### src/rtl/pwmg_pkg.sv
package pwmg_pkg;
   localparam int unsigned VER_MAJOR = 2;
   localparam int unsigned CH_STRIDE = 12;

   typedef enum logic [1:0] {
      FLD_PERIOD = 2'd0,
      FLD_DUTY   = 2'd1,
      FLD_OFFSET = 2'd2,
      FLD_NONE   = 2'd3
   } field_e;
endpackage

### src/rtl/pwmg_regs.sv
module pwmg_regs
   import pwmg_pkg::*;
#(
   parameter int unsigned NCH     = 4,
   parameter int unsigned CW      = 16,
   parameter int unsigned AW      = 8,
   parameter int unsigned DW      = 32,
   parameter int unsigned CH_BASE = 64
) (
   input  logic                    clk,
   input  logic                    rst_n,
   input  logic [AW-1:0]           addr,
   input  logic [DW-1:0]           wdata,
   input  logic                    we,
   output logic [DW-1:0]           rdata,
   output logic                    load,
   output logic [NCH-1:0]          chan_en,
   output logic [NCH-1:0][CW-1:0]  act_per,
   output logic [NCH-1:0][CW-1:0]  act_duty,
   output logic [NCH-1:0][CW-1:0]  act_off
);
   localparam logic [AW-1:0] A_VER  = AW'(0);
   localparam logic [AW-1:0] A_LOAD = AW'(4);
   localparam logic [AW-1:0] A_EN   = AW'(8);
   localparam logic [DW-1:0] VER_WORD = DW'(VER_MAJOR) << 16;
   localparam int unsigned   CIW = (NCH > 1) ? $clog2(NCH) : 1;

   generate
      if (NCH < 1 || NCH > DW) begin : g_bad_nch
         $error("pwmg_regs: NCH must be 1..DW");
      end
      if (CW < 2 || CW > DW) begin : g_bad_cw
         $error("pwmg_regs: CW must be 2..DW");
      end
      if (DW < 24) begin : g_bad_dw
         $error("pwmg_regs: DW must hold the version field");
      end
      if (CH_BASE + CH_STRIDE * NCH > (1 << AW) || CH_BASE < 12) begin : g_bad_map
         $error("pwmg_regs: channel window does not fit the address space");
      end
   endgenerate

   logic [NCH-1:0][CW-1:0] sh_per, sh_duty, sh_off;
   field_e                 fld;
   logic [CIW-1:0]         sel;

   always_comb begin
      fld = FLD_NONE;
      sel = '0;
      for (int k = 0; k < NCH; k++) begin
         if (addr == AW'(CH_BASE + CH_STRIDE * k)) begin
            fld = FLD_PERIOD; sel = CIW'(k);
         end else if (addr == AW'(CH_BASE + CH_STRIDE * k + 4)) begin
            fld = FLD_DUTY;   sel = CIW'(k);
         end else if (addr == AW'(CH_BASE + CH_STRIDE * k + 8)) begin
            fld = FLD_OFFSET; sel = CIW'(k);
         end
      end
   end

   assign load = we && (addr == A_LOAD);

   always_ff @(posedge clk or negedge rst_n) begin
      if (!rst_n) begin
         sh_per  <= '0;
         sh_duty <= '0;
         sh_off  <= '0;
         chan_en <= '0;
      end else if (we) begin
         case (fld)
            FLD_PERIOD: sh_per[sel]  <= wdata[CW-1:0];
            FLD_DUTY:   sh_duty[sel] <= wdata[CW-1:0];
            FLD_OFFSET: sh_off[sel]  <= wdata[CW-1:0];
            default: begin
               if (addr == A_EN) chan_en <= wdata[NCH-1:0];
            end
         endcase
      end
   end

   always_ff @(posedge clk or negedge rst_n) begin
      if (!rst_n) begin
         act_per  <= '0;
         act_duty <= '0;
         act_off  <= '0;
      end else if (load) begin
         act_per  <= sh_per;
         act_duty <= sh_duty;
         act_off  <= sh_off;
      end
   end

   always_comb begin
      rdata = '0;
      case (fld)
         FLD_PERIOD: rdata = DW'(sh_per[sel]);
         FLD_DUTY:   rdata = DW'(sh_duty[sel]);
         FLD_OFFSET: rdata = DW'(sh_off[sel]);
         default: begin
            if (addr == A_VER)     rdata = VER_WORD;
            else if (addr == A_EN) rdata = DW'(chan_en);
         end
      endcase
   end

   AST_ACTIVE_HELD: assert property (@(posedge clk) disable iff (!rst_n)
      !load |=> ($stable(act_per) && $stable(act_duty) && $stable(act_off)));
   AST_ACTIVE_TAKES_PENDING: assert property (@(posedge clk) disable iff (!rst_n)
      load |=> (act_per == $past(sh_per) && act_off == $past(sh_off)));
   AST_VERSION_READ: assert property (@(posedge clk) disable iff (!rst_n)
      (addr == A_VER) |-> (rdata == VER_WORD));
endmodule

### src/rtl/pwmg_chan.sv
module pwmg_chan #(
   parameter int unsigned CW = 16
) (
   input  logic          clk,
   input  logic          rst_n,
   input  logic          restart,
   input  logic          en,
   input  logic [CW-1:0] per,
   input  logic [CW-1:0] duty,
   input  logic [CW-1:0] off,
   output logic          pwm
);
   logic [CW-1:0] cnt;
   logic [CW-1:0] duty_eff;
   logic [CW:0]   win_end;
   logic          in_win;

   always_ff @(posedge clk or negedge rst_n) begin
      if (!rst_n)                   cnt <= '0;
      else if (restart)             cnt <= '0;
      else if (per == '0)           cnt <= '0;
      else if (cnt >= per - 1'b1)   cnt <= '0;
      else                          cnt <= cnt + 1'b1;
   end

   assign duty_eff = (duty > per) ? per : duty;
   assign win_end  = {1'b0, off} + {1'b0, duty_eff};
   assign in_win   = (per != '0) && (off < per) && (cnt >= off) && ({1'b0, cnt} < win_end);
   assign pwm      = en && in_win;

   AST_CNT_BOUND: assert property (@(posedge clk) disable iff (!rst_n)
      (per == '0) ? (cnt == '0) : (cnt < per));
   AST_RESTART_ZERO: assert property (@(posedge clk) disable iff (!rst_n)
      restart |=> (cnt == '0));
   AST_OFFSET_SILENT: assert property (@(posedge clk) disable iff (!rst_n)
      (off >= per) |-> !pwm);
   AST_DISABLED_LOW: assert property (@(posedge clk) disable iff (!rst_n)
      !en |-> !pwm);
   AST_ZERO_PERIOD_LOW: assert property (@(posedge clk) disable iff (!rst_n)
      (per == '0) |-> !pwm);
endmodule

### src/rtl/pwm_phase_gen.sv
module pwm_phase_gen #(
   parameter int unsigned NCH     = 4,
   parameter int unsigned CW      = 16,
   parameter int unsigned AW      = 8,
   parameter int unsigned DW      = 32,
   parameter int unsigned CH_BASE = 64
) (
   input  logic           clk,
   input  logic           rst_n,
   input  logic [AW-1:0]  reg_addr,
   input  logic [DW-1:0]  reg_wdata,
   input  logic           reg_we,
   output logic [DW-1:0]  reg_rdata,
   output logic [NCH-1:0] pwm_o
);
   logic                   load;
   logic [NCH-1:0]         chan_en;
   logic [NCH-1:0][CW-1:0] act_per, act_duty, act_off;

   pwmg_regs #(
      .NCH(NCH), .CW(CW), .AW(AW), .DW(DW), .CH_BASE(CH_BASE)
   ) u_regs (
      .clk      (clk),
      .rst_n    (rst_n),
      .addr     (reg_addr),
      .wdata    (reg_wdata),
      .we       (reg_we),
      .rdata    (reg_rdata),
      .load     (load),
      .chan_en  (chan_en),
      .act_per  (act_per),
      .act_duty (act_duty),
      .act_off  (act_off)
   );

   generate
      for (genvar k = 0; k < NCH; k++) begin : g_ch
         pwmg_chan #(.CW(CW)) u_chan (
            .clk     (clk),
            .rst_n   (rst_n),
            .restart (load),
            .en      (chan_en[k]),
            .per     (act_per[k]),
            .duty    (act_duty[k]),
            .off     (act_off[k]),
            .pwm     (pwm_o[k])
         );
      end
   endgenerate

   AST_OUT_NEEDS_ENABLE: assert property (@(posedge clk) disable iff (!rst_n)
      (pwm_o & ~chan_en) == '0);
   AST_RESET_QUIET: assert property (@(posedge clk) disable iff (!rst_n)
      $rose(rst_n) |-> (pwm_o == '0));
endmodule

### config.mk
export PLATFORM = sky130hd
export DESIGN_NAME = pwm_phase_gen
export DESIGN_NICKNAME = d
export VERILOG_FILES = /design/src/rtl/pwmg_pkg.sv /design/src/rtl/pwmg_regs.sv /design/src/rtl/pwmg_chan.sv /design/src/rtl/pwm_phase_gen.sv
export SDC_FILE = /design/constraint.sdc
export NUM_CORES = 1
export LEC_CHECK = 0
export BUFFER_PORTS_ARGS = -buffer_cell sky130_fd_sc_hd__buf_4
export CELL_PAD_IN_SITES_DETAIL_PLACEMENT = 2
export CELL_PAD_IN_SITES_GLOBAL_PLACEMENT = 2
export CORE_ASPECT_RATIO = 1.25
export CORE_MARGIN = 1
export CORE_UTILIZATION = 25
export DETAILED_ROUTE_END_ITERATION = 10
export PLACE_DENSITY = 0.53
export SLEW_MARGIN = 15
export SYNTH_ARGS = -nofsm -noshare
export SYNTH_HDL_FRONTEND = slang
export SYNTH_SLANG_ARGS = --single-unit
export TNS_END_PERCENT = 100
### constraint.sdc
create_clock -name clk -period 8.5 [get_ports clk]
set_input_delay 1.7 -clock clk [delete_from_list [all_inputs] [get_ports clk]]
set_output_delay 1.7 -clock clk [all_outputs]
set_load 0.01 [all_outputs]
==> out/results.tsv, run 1 <==
metric	value	unit
final hold vios	0	
most crowded layer after global routing	met2	
met3 usage	1.825	%
endpoints failing setup	0	
Routed WL	109600	microns
Gate power share	6.7	%
critical path class	reg2out	
status	complete, no violations	
cts bufs inserted	51	
CTS sink cnt	452	
die width	314.4	microns
area grow syn2layout	13.34	%
nets@finish	3284	
vias in the first global route	25370	
Die Ht	392.4	microns
top fanout value on the critical path	9	
CP endpoint kind	primary output	
Ys Warns	0	
via count	22600	
synthesized area per cell	10.85	sq um
Total GRT Usage	17.85	%
Place WS	0.1267	ns
post-DP HPWL	87850	microns
power per cell area	140.6	nW/um^2
top-level I/O count	79	
Startpoint Class	register	
most common cell after layout, fill and taps aside	mux2_2	
WL/cell	24.47	microns
GR Util met1	21.04	%
row count	142	
worst-case reg-to-reg path depth	16	
most frequent cells in the layout	449 x mux2_2, 446 x dfrtp_1, 383 x ha_1	
Seq/Total Area, Yosys	37.10	%
Setup TNS	0	ns
Slew Limit Fails	0	
final global-route overflow total	0	
GRT met2 Usage	32.59	%
clock slew at reported path FFs	0.07	ns
power share of the clock group	46.9	%
period utilization	95.88	%
DRC viols	0	
initial antenna violation count	2	
H-tree lvl count	2	
Synth Register Bits	452	
Flop pwr share	46.3	%
Max Fclk	122.7	MHz
WHS	0.5112	ns
cell count of the worst hold path	1	
worst-margin pin slew	1.114	ns
Post-synth ARST share	100.0	%
Final GP Congestion	0.9406	
worst-case vdd ir drop	0.0001208	V
1st-pass router iterations	5	
Worst EP arrival	6.45	ns
TritonCTS clock tree	yes	
Leak	0.01669	uW
Worst Path Required	6.80	ns
RSZ-0062 raised after global routing	yes	
P_sw	1235	uW
starting density of the core	25.31	%
Diodes inserted	0	
worst setup margin	0.3502	ns
Post-Syn Area	30490	sq um
layout cell share with drive strength beyond 1	23.74	%
non-filler instance count after layout	4478	
Final ANT Viol Nets	0	
dominant synthesized flop cell	dfrtp_1	
largest net degree at the start of global routing	160	
Post-Syn Instances	2809	
Worst-Skew Late Latency	0.62	ns
core area	120500	sq um
Unique masters post-synth	76	
Final Skew	0.01232	ns
CTS Buffer Depth	3	
first-pass GRT wire length	164500	microns
buffer type at the clock tree root	clkbuf_16	
worst rel slew slack	25.14	%
total internal power	3625	uW
Port-buffer cells	47	
die area	123400	sq um
Hold/Removal Path Class	reg2reg	
Inst Count DP	4379	
max_cap viols	0	
Starting DRT DRC Count	1079	
min Tclk post-route	8.150	ns
sw frac	25.41	%
Vias per Instance	5.048	
Final Core Density	28.69	%
Post-synth EDFFs	0	
-- repair_timing --
| action | 4_1_cts | 5_1_grt |
|---|---|---|
| pin swaps | 3 | 7 |
| gates cloned | 0 | 0 |
| endpoints found under the setup margin | 4 | 4 |
| hold buffers | 0 | 0 |
| buffers inserted | 1 | 4 |
| gates resized for setup | 23 | 18 |
-- logic make-up after synthesis --
family          count (synthesis)  share of synthesized area [%]
buf+inv                       276                          3.874
mux                           459                          16.91
compound gates                551                          12.70
xor+xnor                      165                          4.740
fa+ha+maj                     388                          16.02
flops                         452                          37.10
simple gates                  517                          8.647
other cells                     1                        0.01230
-- final cells by class --
type / instances / area, sq um
inverters: 161 / 604.3
well taps: 1584 / 1982
clock buffers: 67 / 1416
fillers: 13090 / 85900
flip-flops and latches: 452 / 11320
repair buffers: 92 / 752.0
clock inverters: 27 / 282.8
multi-input cells: 2095 / 18200
-- registers in the layout (all words and copies together) (netlist names) --
name             cells
u_regs.chan_en       4
u_regs.act_duty     64
u_regs.sh_off       64
u_regs.act_per      64
g_ch.u_chan.cnt     64
u_regs.act_off      64
u_regs.sh_duty      64
u_regs.sh_per       64
-- layer usage --
metal	up-vias	routed length, microns
met5	-	0
met4	0	4873
met3	130	2281
met2	263	56100
met1	11770	46310
li1	10440	-
-- path summary, 6_finish.rpt --
check,from,to,slack (ns)
worst max-delay path,u_regs.act_per[29]$_DFFE_PN0P_,pwm_o[1],0.35
worst min-delay path,u_regs.act_duty[16]$_DFFE_PN0P_,u_regs.act_duty[16]$_DFFE_PN0P_,0.51
worst max register to register,u_regs.act_per[2]$_DFFE_PN0P_,g_ch[0].u_chan.cnt[3]$_DFF_PN0_,4.64
worst min register to register,u_regs.act_duty[16]$_DFFE_PN0P_,u_regs.act_duty[16]$_DFFE_PN0P_,0.51
max in group asynchronous,rst_n,u_regs.act_per[17]$_DFFE_PN0P_,5.62
min in group asynchronous,rst_n,g_ch[0].u_chan.cnt[13]$_DFF_PN0_,1.02
-- worst max-delay path, stage by stage (launching register included) --
cell and delay (ns):
dfrtp_2 0.43, inv_1 0.08, ha_1 0.32, a21o_1 0.16, a21o_1 0.17, a221oi_1 0.37, o21ai_1 0.17, o21ai_1 0.19
buf_6 0.16, mux2i_1 0.25, ha_1 0.25, inv_1 0.07, fa_1 0.41, nor2b_2 0.16, o31ai_2 0.11, a21boi_2 0.25
a2111oi_2 0.11, buf_4 0.15, or2_2 0.28, xnor2_1 0.14, ha_1 0.32, a21oi_1 0.14, o21ai_0 0.15, o2111ai_1 0.26
a21oi_1 0.11, a211oi_2 0.28, buf_4 0.20, buf_4 0.12
-- cell usage after synthesis, types with 31 or more instances --
master / instances / area (sq um)
a21o_1: 74 / 555.5
ha_1: 384 / 4805
inv_1: 160 / 600.6
nand4_1: 48 / 300.3
buf_2: 46 / 230.2
mux2_2: 449 / 5056
nor2_1: 143 / 536.8
a22o_1: 45 / 394.1
xnor2_1: 99 / 867.1
xor2_1: 66 / 578.1
a21oi_1: 106 / 530.5
nand3_1: 63 / 315.3
dfrtp_1: 452 / 11310
nor3_1: 41 / 205.2
o21ai_0: 96 / 480.5
a222oi_1: 31 / 310.3
nand2_1: 74 / 277.8
clkbuf_1: 47 / 176.4
-- power by group through the flow --
stage / clock network (uW) / registers, uW / logic (uW)
finish: 2280 / 2250 / 328
global route: 2430 / 2260 / 362
CTS: 2370 / 2250 / 334
detailed placement: 0 / 2290 / 328
global placement: 0 / 2290 / 315
floorplan: 0 / 2260 / 193
-- per-stage QoR --
step | total power [uW] | instance area [sq um]
after global routing | 5050 | 34560
after floorplan | 2448 | 30540
after CTS | 4951 | 34480
final | 4860 | 34560
after global placement | 2602 | 32690
after detailed placement | 2617 | 32690
Power figures use the tool's default switching activity.
==> inputs of run 2 (changes only) <==
--- a/config.mk
+++ b/config.mk
@@ -17,4 +17,5 @@
 export SYNTH_ARGS = -nofsm -noshare
 export SYNTH_HDL_FRONTEND = slang
+export SYNTH_HIERARCHICAL = 1
 export SYNTH_SLANG_ARGS = --single-unit
 export TNS_END_PERCENT = 100
==> constraint.sdc (replaced) <==
create_clock -name clk -period 8.5 [get_ports clk]
set_input_delay 0.85 -clock clk [delete_from_list [all_inputs] [get_ports clk]]
set_output_delay 0.85 -clock clk [all_outputs]
set_load 0.01 [all_outputs]
==> out/results.tsv, run 2 <==
metric	value	unit	change
post-DP HPWL	89510	microns	was 87,850 microns
power share of the clock group	46.0	%	was 46.9%
H-tree lvl count	2		unchanged
endpoints failing setup	0		unchanged
core area	123100	sq um	was 120,500 sq um
max_cap viols	0		unchanged
worst rel slew slack	18.46	%	was 25.14%
Post-synth EDFFs	0		unchanged
Synth top area share	36.49	%	was 37.10%
Post-Syn Instances	2807		was 2,809
Final GP Congestion	0.8200		was 0.9406
sw frac	26.73	%	was 25.41%
starting density of the core	25.19	%	was 25.31%
first-pass GRT wire length	170600	microns	was 164,500 microns
Post-Syn Area	31000	sq um	was 30,490 sq um
most crowded layer after global routing	met2		unchanged
Synth Register Bits	452		unchanged
area of placed instances	33010	sq um	was 32,690 sq um
TritonCTS clock tree	yes		unchanged
clock slew at reported path FFs	0.06	ns	was 0.07 ns
dominant synthesized flop cell	dfrtp_1		unchanged
CP max stage cell	dfrtp_1		was dfrtp_2
Final Skew	0.02075	ns	was 0.01232 ns
Vias per Instance	5.121		was 5.048
Flop pwr share	46.1	%	was 46.3%
Unique masters post-synth	93		was 76
worst-case vdd ir drop	0.0001380	V	was 0.0001208 V
GR Util met1	22.27	%	was 21.04%
Gate power share	7.9	%	was 6.7%
CP max stage delay	0.49	ns	was 0.43 ns
Worst EP arrival	7.08	ns	was 6.45 ns
Seq/Total Area, Yosys	36.49	%	was 37.10%
via count	22960		was 22,600
DRC viols	0		unchanged
RSZ-0062 raised after global routing	no		was yes
largest net degree at the start of global routing	167		was 160
status	complete, no violations		unchanged
Startpoint Class	register		unchanged
Routed WL	113600	microns	was 109,600 microns
cell repeated most along the worst path	ha_1		
post-route cell area	34760	sq um	was 34,560 sq um
Worst Path Required	7.65	ns	was 6.80 ns
Ys Warns	6		was 0
most common cell after layout, fill and taps aside	dfrtp_1		was mux2_2
vias in the first global route	25910		was 25,370
die width	316.9	microns	was 314.4 microns
row count	144		was 142
die area	125400	sq um	was 123,400 sq um
Post-synth ARST share	100.0	%	unchanged
Die Ht	395.7	microns	was 392.4 microns
buffer type at the clock tree root	clkbuf_16		unchanged
Setup TNS	0	ns	unchanged
CP endpoint kind	primary output		unchanged
Diodes inserted	0		unchanged
WL/cell	25.34	microns	was 24.47 microns
Total GRT Usage	18.16	%	was 17.85%
Max Fclk	126.0	MHz	was 122.7 MHz
GRT met2 Usage	33.45	%	was 32.59%
layout cell share with drive strength beyond 1	23.11	%	was 23.74%
critical path class	reg2out		unchanged
initial antenna violation count	6		was 2
Final ANT Viol Nets	0		unchanged
Slew Limit Fails	0		unchanged
min Tclk post-route	7.935	ns	was 8.150 ns
CP bufs+invs	4		was 6
cts bufs inserted	54		was 51
Worst path top cell family by delay	compound AO/OA/AOI/OAI gates		unchanged
1st-pass router iterations	7		was 5
Filler cells	13360		was 13,090
met3 usage	1.705	%	was 1.825%
top-level I/O count	79		unchanged
most frequent cells in the layout	452 x dfrtp_1, 411 x mux2_2, 384 x ha_1		was 449 x mux2_2, 446 x dfrtp_1, 383 x ha_1
power per cell area	143.8	nW/um^2	was 140.6 nW/um^2
Starting DRT DRC Count	956		was 1,079
Worst-Skew Late Latency	0.64	ns	was 0.62 ns
top fanout value on the critical path	8		was 9
post-synth top area cell	dfrtp_1		unchanged
total internal power	3662	uW	was 3625 uW
synthesized area per cell	11.04	sq um	was 10.85 sq um
most frequent cell after synthesis	dfrtp_1		unchanged
cts hold-fix bufs	0		unchanged
P_sw	1336	uW	was 1235 uW
period utilization	93.35	%	was 95.88%
Leak	0.01671	uW	was 0.01669 uW
worst-margin pin slew	1.219	ns	was 1.114 ns
area grow syn2layout	12.14	%	was 13.34%
top post-synthesis cells by count	452 x dfrtp_1, 411 x mux2_2, 384 x ha_1		was 452 x dfrtp_1, 449 x mux2_2, 384 x ha_1
nets@finish	3267		was 3,284
Hold/Removal Path Class	in2async		was reg2reg
CTS Buffer Depth	3		unchanged
CTS sink cnt	452		unchanged
top cells by area, synth	dfrtp_1 36%, ha_1 16%, mux2_2 15%, xnor2_1 2.7%, xor2_1 1.9%		was dfrtp_1 37%, mux2_2 17%, ha_1 16%, xnor2_1 2.8%, inv_1 2.0%
final global-route overflow total	0		unchanged
Port-buffer cells	47		unchanged
final hold vios	0		unchanged
==> run 2: changes by cell type after synthesis, moves of 10 or more <==
cell,before,now
mux2_2,449,411
mux2_4,0,36
a22oi_1,5,38
buf_2,46,16
a22o_1,45,25
o21a_1,29,10
a221o_1,1,18
a211oi_1,22,37
clkbuf_1,47,61
o22a_1,13,0
a32oi_1,1,11
==> run 2: final cells by class <==
class	instances	area (sq um)	area share (%)
clock buffers	73	1534	4.413
repair buffers	71	553.0	1.591
well taps	1606	2009	5.781
multi-input cells	2100	18580	53.44
flip-flops and latches	452	11310	32.54
inverters	157	589.3	1.695
clock inverters	24	188.9	0.5435
==> run 2: timing repair <==
item / CTS / global route
resized for setup: 0 / 5
setup endpoints to repair: 0 / 2
setup buffers: 0 / 0
==> run 2: routing by layer <==
layer	part of all wire [%]	vias up	routed length, microns
li1	-	10510	-
met1	43	12050	49170
met5	0.023	-	26
met3	2.2	105	2545
met2	52	294	59400
met4	2.1	4	2435
==> run 2: power groups by stage <==
stage,Clock [uW],Sequential [uW],Combinational [uW]
after floorplan,0,2280,255
after global routing,2450,2310,434
after detailed placement,0,2350,401
after global placement,0,2350,385
final,2300,2310,394
after CTS,2390,2310,402
==> run 2: kinds of logic (layout without fill, tap and decap cells) <==
| logic type | after synthesis | count (layout) | share of synthesized area (%) |
|---|---|---|---|
| DFF | 452 | 452 | 36.49 |
| and+or+nand+nor | 519 | 519 | 9.127 |
| adders and majority gates | 388 | 388 | 15.76 |
| buffers and inverters | 269 | 325 | 3.924 |
| AOI/OAI and AO/OA | 556 | 556 | 13.01 |
| other | 1 | 15 | 0.01210 |
| muxes | 459 | 459 | 17.07 |
| xor gates and xnor gates | 163 | 163 | 4.606 |
==> run 2: stage by stage <==
| step | power, uW | instances | util (%) | setup WS, ns | hold WS (ns) |
|---|---|---|---|---|---|
| 5_1_grt | 5194 | 4483 | 28.25 | 0.06360 | 0.2693 |
| 3_5_place_dp | 2750 | 4386 | 26.83 | 0.8366 | 0.4965 |
| 2_1_floorplan | 2535 | 2821 | - | 2.153 | 0.4746 |
| 3_3_place_gp | 2733 | 4386 | 26.82 | 0.9326 | 0.4953 |
| 4_1_cts | 5100 | 4483 | 28.23 | 0.09335 | 0.2342 |
| 6_report | 4997 | 4483 | 28.25 | 0.5654 | 0.2209 |
==> run 2: path summary, 6_finish.rpt <==
kind | slack, ns | depth (start not counted) | endpoint | startpoint
worst max-delay path | 0.57 | 26 | pwm_o[3] | u_regs/act_per[60]$_DFFE_PN0P_
worst min-delay path | 0.22 | 1 | g_ch[1].u_chan/cnt[12]$_DFF_PN0_ | rst_n
worst max register to register | 4.73 | 11 | g_ch[1].u_chan/cnt[12]$_DFF_PN0_ | u_regs/act_per[19]$_DFFE_PN0P_
worst min register to register | 0.51 | 1 | u_regs/act_duty[0]$_DFFE_PN0P_ | u_regs/act_duty[0]$_DFFE_PN0P_
max in group asynchronous | 6.66 | 2 | u_regs/act_off[50]$_DFFE_PN0P_ | rst_n
min in group clk | 0.51 | 1 | u_regs/act_duty[0]$_DFFE_PN0P_ | u_regs/act_duty[0]$_DFFE_PN0P_
